## src/rtl/ivc_pkg.sv

```systemverilog
package ivc_pkg;
  localparam int NUM_SLOTS = 32;
  localparam int SLOT_W    = $clog2(NUM_SLOTS);
  localparam int ADDR_W    = 16;
  localparam int RST_SLOT  = NUM_SLOTS - 1;
  localparam int NMI_SLOT  = NUM_SLOTS - 2;
  localparam int NUM_RST   = 4;
  localparam int NUM_NMI   = 3;
  localparam int NUM_MASK  = 10;
  localparam int WDT_IDX   = 2;
  localparam logic [ADDR_W-1:0] VEC_BASE = 16'hFFC0;

  // slot owned by each maskable line, index 0 ranks highest
  localparam int MASK_SLOT [NUM_MASK] = '{29, 28, 26, 25, 24, 23, 22, 21, 19, 18};

  typedef struct packed {
    logic capture;   // latch the encoder output into the held slot
    logic forceRst;  // overwrite the held slot with the reset slot
  } ivcStrobe_t;
endpackage

```

## src/rtl/ivc_datapath.sv

```systemverilog
module ivc_datapath
  import ivc_pkg::*;
#(
  parameter logic [ADDR_W-1:0] RAM_BASE  = 16'h0200,
  parameter logic [ADDR_W-1:0] RAM_LAST  = 16'h03FF,
  parameter logic [ADDR_W-1:0] INFO_BASE = 16'h1000,
  parameter logic [ADDR_W-1:0] INFO_LAST = 16'h10FF,
  parameter logic [ADDR_W-1:0] CODE_BASE = 16'hC000
) (
  input  logic                clk,
  input  logic                rstN,
  input  logic [NUM_RST-1:0]  rstSrc,
  input  logic [NUM_NMI-1:0]  nmiSrc,
  input  logic [NUM_NMI-1:0]  nmiEn,
  input  logic [NUM_MASK-1:0] maskSrc,
  input  logic [NUM_MASK-1:0] maskEn,
  input  logic                gie,
  input  logic                wdtInterval,
  input  logic                fetchValid,
  input  logic [ADDR_W-1:0]   fetchAddr,
  input  ivcStrobe_t          strobe,
  output logic                rstPend,
  output logic                anyPend,
  output logic                heldIsNmi,
  output logic [ADDR_W-1:0]   vecAddr
);
  logic [NUM_SLOTS-1:0] pendNext;
  logic [NUM_SLOTS-1:0] pendReg;
  logic [NUM_MASK-1:0]  maskQual;
  logic [SLOT_W-1:0]    selSlot;
  logic [SLOT_W-1:0]    holdSlot;
  logic                 fetchLegal;
  logic                 fetchBad;

  // fetch window check
  assign fetchLegal = ((fetchAddr >= RAM_BASE)  && (fetchAddr <= RAM_LAST))  ||
                      ((fetchAddr >= INFO_BASE) && (fetchAddr <= INFO_LAST)) ||
                      (fetchAddr >= CODE_BASE);
  assign fetchBad   = fetchValid && !fetchLegal;

  // per-line qualification of maskable requests
  for (genvar i = 0; i < NUM_MASK; i++) begin : g_mask
    if (i == WDT_IDX) begin : g_wdt
      assign maskQual[i] = maskSrc[i] & maskEn[i] & gie & wdtInterval;
    end else begin : g_plain
      assign maskQual[i] = maskSrc[i] & maskEn[i] & gie;
    end
  end

  always_comb begin
    pendNext           = '0;
    pendNext[RST_SLOT] = (|rstSrc) | fetchBad;
    pendNext[NMI_SLOT] = |(nmiSrc & nmiEn);
    for (int i = 0; i < NUM_MASK; i++) begin
      pendNext[MASK_SLOT[i]] = maskQual[i];
    end
  end

  always_ff @(posedge clk) begin
    if (!rstN) pendReg <= '0;
    else       pendReg <= pendNext;
  end

  // fixed-priority encoder, highest index wins
  always_comb begin
    selSlot = '0;
    for (int s = 0; s < NUM_SLOTS; s++) begin
      if (pendReg[s]) selSlot = SLOT_W'(s);
    end
  end

  assign anyPend = |pendReg;
  assign rstPend = pendReg[RST_SLOT];

  always_ff @(posedge clk) begin
    if (!rstN)                 holdSlot <= SLOT_W'(RST_SLOT);
    else if (strobe.forceRst)  holdSlot <= SLOT_W'(RST_SLOT);
    else if (strobe.capture)   holdSlot <= selSlot;
  end

  assign heldIsNmi = (holdSlot == SLOT_W'(NMI_SLOT));
  assign vecAddr   = VEC_BASE + ADDR_W'({holdSlot, 1'b0});
endmodule

```

## src/rtl/ivc_control.sv

```systemverilog
module ivc_control
  import ivc_pkg::*;
(
  input  logic       clk,
  input  logic       rstN,
  input  logic       ack,
  input  logic       rstPend,
  input  logic       anyPend,
  input  logic       heldIsNmi,
  output ivcStrobe_t strobe,
  output logic       holdValid,
  output logic       rstActive,
  output logic       gieClear
);
  always_comb begin
    strobe = '0;
    if (rstPend)                     strobe.forceRst = 1'b1;
    else if (!holdValid && anyPend)  strobe.capture  = 1'b1;
  end

  always_ff @(posedge clk) begin
    if (!rstN) begin
      holdValid <= 1'b0;
      rstActive <= 1'b0;
      gieClear  <= 1'b0;
    end else begin
      rstActive <= rstPend;
      gieClear  <= 1'b0;
      if (rstPend) begin
        holdValid <= 1'b0;
      end else if (holdValid) begin
        if (ack) begin
          holdValid <= 1'b0;
          gieClear  <= heldIsNmi;
        end
      end else if (anyPend) begin
        holdValid <= 1'b1;
      end
    end
  end
endmodule

```

## src/rtl/irq_vector_ctrl.sv

```systemverilog
module irq_vector_ctrl
  import ivc_pkg::*;
#(
  parameter logic [ADDR_W-1:0] RAM_BASE  = 16'h0200,
  parameter logic [ADDR_W-1:0] RAM_LAST  = 16'h03FF,
  parameter logic [ADDR_W-1:0] INFO_BASE = 16'h1000,
  parameter logic [ADDR_W-1:0] INFO_LAST = 16'h10FF,
  parameter logic [ADDR_W-1:0] CODE_BASE = 16'hC000
) (
  input  logic                clk,
  input  logic                rstN,
  input  logic [NUM_RST-1:0]  rstSrc,
  input  logic [NUM_NMI-1:0]  nmiSrc,
  input  logic [NUM_NMI-1:0]  nmiEn,
  input  logic [NUM_MASK-1:0] maskSrc,
  input  logic [NUM_MASK-1:0] maskEn,
  input  logic                gie,
  input  logic                wdtInterval,
  input  logic                fetchValid,
  input  logic [ADDR_W-1:0]   fetchAddr,
  input  logic                ack,
  output logic                irqReq,
  output logic [ADDR_W-1:0]   vecAddr,
  output logic                resetReq,
  output logic                gieClear
);
  ivcStrobe_t strobe;
  logic       rstPend;
  logic       anyPend;
  logic       heldIsNmi;
  logic       holdValid;
  logic       rstActive;

  ivc_datapath #(
    .RAM_BASE (RAM_BASE),
    .RAM_LAST (RAM_LAST),
    .INFO_BASE(INFO_BASE),
    .INFO_LAST(INFO_LAST),
    .CODE_BASE(CODE_BASE)
  ) uData (
    .clk        (clk),
    .rstN       (rstN),
    .rstSrc     (rstSrc),
    .nmiSrc     (nmiSrc),
    .nmiEn      (nmiEn),
    .maskSrc    (maskSrc),
    .maskEn     (maskEn),
    .gie        (gie),
    .wdtInterval(wdtInterval),
    .fetchValid (fetchValid),
    .fetchAddr  (fetchAddr),
    .strobe     (strobe),
    .rstPend    (rstPend),
    .anyPend    (anyPend),
    .heldIsNmi  (heldIsNmi),
    .vecAddr    (vecAddr)
  );

  ivc_control uCtrl (
    .clk      (clk),
    .rstN     (rstN),
    .ack      (ack),
    .rstPend  (rstPend),
    .anyPend  (anyPend),
    .heldIsNmi(heldIsNmi),
    .strobe   (strobe),
    .holdValid(holdValid),
    .rstActive(rstActive),
    .gieClear (gieClear)
  );

  assign irqReq   = holdValid;
  assign resetReq = rstActive;
endmodule

```

## config.mk

```make
export PLATFORM = sky130hd
export DESIGN_NAME = irq_vector_ctrl
export DESIGN_NICKNAME = d
export VERILOG_FILES = /design/src/rtl/ivc_pkg.sv /design/src/rtl/ivc_datapath.sv /design/src/rtl/ivc_control.sv /design/src/rtl/irq_vector_ctrl.sv
export SDC_FILE = /design/constraint.sdc
export NUM_CORES = 1
export LEC_CHECK = 0
export ABC_CLOCK_PERIOD_IN_PS = 1500
export BUFFER_PORTS_ARGS = -buffer_cell sky130_fd_sc_hd__buf_2
export CAP_MARGIN = 5
export CELL_PAD_IN_SITES_DETAIL_PLACEMENT = 1
export CELL_PAD_IN_SITES_GLOBAL_PLACEMENT = 2
export CORE_MARGIN = 4
export CORE_UTILIZATION = 18
export DETAILED_ROUTE_END_ITERATION = 8
export GPL_TIMING_DRIVEN = 0
export PLACE_DENSITY_LB_ADDON = 0.25
export SETUP_SLACK_MARGIN = 0.15
export SLEW_MARGIN = 0
export SYNTH_ARGS = -nofsm -noshare
export SYNTH_HDL_FRONTEND = slang
export SYNTH_SLANG_ARGS = --single-unit
export TNS_END_PERCENT = 5
```

## constraint.sdc

```tcl
create_clock -name clk -period 1.5 [get_ports clk]
set_clock_uncertainty 0.1 [all_clocks]
set_input_delay 0.075 -clock clk [delete_from_list [all_inputs] [get_ports clk]]
set_output_delay 0.075 -clock clk [all_outputs]
set_load 0.02 [all_outputs]
```

==> run metrics <==
Final nets 231; met3 global-route usage 4.13%; Post-route DRC 0; Peak VDD IR 0.000406 V; maxcap violations 0; Antenna Nets Post-Route 0; initial antenna violation count 0; GR peak layer met2; Final Hold Viols 0; layout cells sized above 1 41.0%; Max Slew Vio Count 0; worst hold path class in2reg; Syn Inst Count 90; ant diodes 0; sequential share of the synthesized area 45.3%; Final Hold Slack 0.00102 ns; maximum clock path buffer count 2; Max stage delay on crit path 0.36 ns; CP Cell Sequence nor4_4 > a41oi_4 > or3_1; HPWL after DPL 2.01 mm; Synth warnings 0; Inserted Clock Buffers 3; fin crit period 1.49 ns; DP Cell Count 217; setup TNS 0 ns; post-DR vias/cell 3.79; core box area 0.00475 mm²; Die Span Y 78.1 µm; initial DRC count 21; mapped cell area 885 µm²; largest net degree at the start of global routing 13; met2 Use GR 16.4%; routed via count 928; status finished clean; #FFs+latches synth 20; CP endpoint kind flop; CP startpoint uData.pendReg[31]; routed len/inst 10.1 µm; Starting Density 18.6%; Mean Syn Cell Area 9.83 µm²; Post-Route WL 2.46 mm; Critical Path End uData.holdSlot[4]; Area contributors post-synth dfxtp_1 (45%), buf_4 (9.3%), and3_1 (6.4%); Lkg Pwr 0.834 nW; CTS H-Tree Depth 1; IO Count 71; most common library cell in the layout ignoring fill and taps buf_2; DIE WIDTH 78.1 µm; full die area 0.00610 mm²; R2R depth 3; unrepaired setup endpoints after global routing true; Critical Path AT 1.53 ns; most frequent cells in the layout buf_2 (51), dfxtp_1 (19), dlygate4sd3_1 (16), buf_4 (13), conb_1 (11); clk_lat worst skew 0.25 ns; Setup CP Type reg2reg; CP max-delay cell nor4_4; Pre-antenna DRT Iters 4; met1 GRT Util 7.82%; fmax 670 MHz; first-pass GRT wire length 4.16 mm; worst reg2reg setup slack 0.007 ns; Final GP Congestion 0.704; number of port buffers 51; Post-DP Area 0.00126 mm²; design area 0.00159 mm²; CP startpoint kind flop; leading area contributor after synthesis dfxtp_1; Distinct cells, synth 31; clock slew at reported path FFs 0.07 ns; final setup fails 0; Overflow after GRT 0; worst setup margin 0.00672 ns; clock root buffer clkbuf_8; number of global-route vias before repair 996; RR Endpoint uData.holdSlot[4]; P&R area growth vs syn 79.3%; CTS Sinks 20; # rows 25; Max FO, Critical Path 7; pre-CTS setup slack -0.0346 ns; Worst Path Required 1.54 ns; PD cells 852 mW/mm²; fin crit share 99.6%; top-area cell type share of the netlist area 45.3%; fillers 583; CTS tree built; Final Non-Filler Cells 245; Worst R2R Start uData.pendReg[31]; gr usage total 8.28%
## state kept, by name (all words and copies together), names as in the netlist
name	flops
uData.pendReg	12
uCtrl.rstActive	1
uCtrl.holdValid	1
uCtrl.gieClear	1
uData.holdSlot	5
## Yosys cell counts
cell / instances
dfxtp_1: 20
buf_4: 11
and3_1: 9
nand2_1: 6
nor2_1: 4
nor3_1: 4
o21bai_1: 3
a21oi_1: 2
and2_1: 2
conb_1: 2
mux2i_1: 2
nand2b_1: 2
nor2b_1: 2
nor3_2: 2
nor4_1: 2
o311ai_0: 2
a21boi_0: 1
a222oi_1: 1
a311oi_1: 1
a31oi_1: 1
a41oi_1: 1
a41oi_4: 1
and4_1: 1
clkbuf_1: 1
inv_1: 1
nand3_1: 1
nor4_4: 1
o21ai_0: 1
o311a_1: 1
or3_1: 1
or4_1: 1
## through the flow
step,power (mW),util (%)
3_3_place_gp,0.789,26.4
6_report,1.35,33.4
2_1_floorplan,0.710,-
5_1_grt,1.43,33.4
3_5_place_dp,0.794,26.4
4_1_cts,1.36,32.9
## cell families (layout without fill, tap and decap cells)
| group | after synthesis | after routing | share of synthesized area, % |
|---|---|---|---|
| compound gates | 15 | 15 | 15.1 |
| buf+inv | 13 | 92 | 10.2 |
| flops | 20 | 20 | 45.3 |
| mux | 2 | 2 | 2.26 |
| simple gates | 38 | 38 | 26.3 |
| other cells | 2 | 11 | 0.849 |
## worst min path at each step
stage                           start           endpoint  slack, ns  depth (start not counted)
after floorplan                  rstN    uCtrl.rstActive       0.10                          1
after global placement      maskEn[6]  uData.pendReg[22]       0.21                          2
after detailed placement    maskEn[3]  uData.pendReg[25]       0.21                          2
after CTS                 wdtInterval  uData.pendReg[26]      0.004                          2
after global routing      wdtInterval  uData.pendReg[26]       0.01                          2
final                     wdtInterval  uData.pendReg[26]      0.001                          2
## timing repair
item | in CTS | in global routing
buffers inserted | 2 | 0
hold buffers | 22 | 0
pin swaps | 2 | 1
endpoints found under the hold margin | 11 | 0
resized for setup | 1 | 7
endpoints found under the setup margin | 6 | 13
## critical path, delay by kind of cell (launching register included)
| kind | cells | cell delay [ns] |
|---|---|---|
| and+or+nand+nor | 2 | 0.71 |
| AOI/OAI and AO/OA | 1 | 0.22 |
| DFF | 1 | 0.35 |
## area by class of cell
cell class / instances / area, µm² / area share, %
clock buffer: 3 / 41.3 / 2.60
timing repair buffer: 75 / 505 / 31.9
sequential: 20 / 402 / 25.3
tap: 67 / 83.8 / 5.28
inverter: 1 / 3.75 / 0.237
clock inverter: 1 / 30.0 / 1.89
multi-input combinational: 66 / 434 / 27.4
buffer: 12 / 86.3 / 5.44
## power breakdown
part	leakage (nW)	internal (mW)	switching [mW]	total [mW]
clock network	0.0357	0.356	0.166	0.522
registers	0.164	0.553	0.0209	0.574
logic	0.635	0.145	0.110	0.256
## routing by layer
layer  vias to the layer above  wire (µm)
met5                         -          0
met4                         0          0
met3                         0        209
li1                        480          -
met1                       413        895
met2                        35       1360
Power figures use the tool's default switching activity.
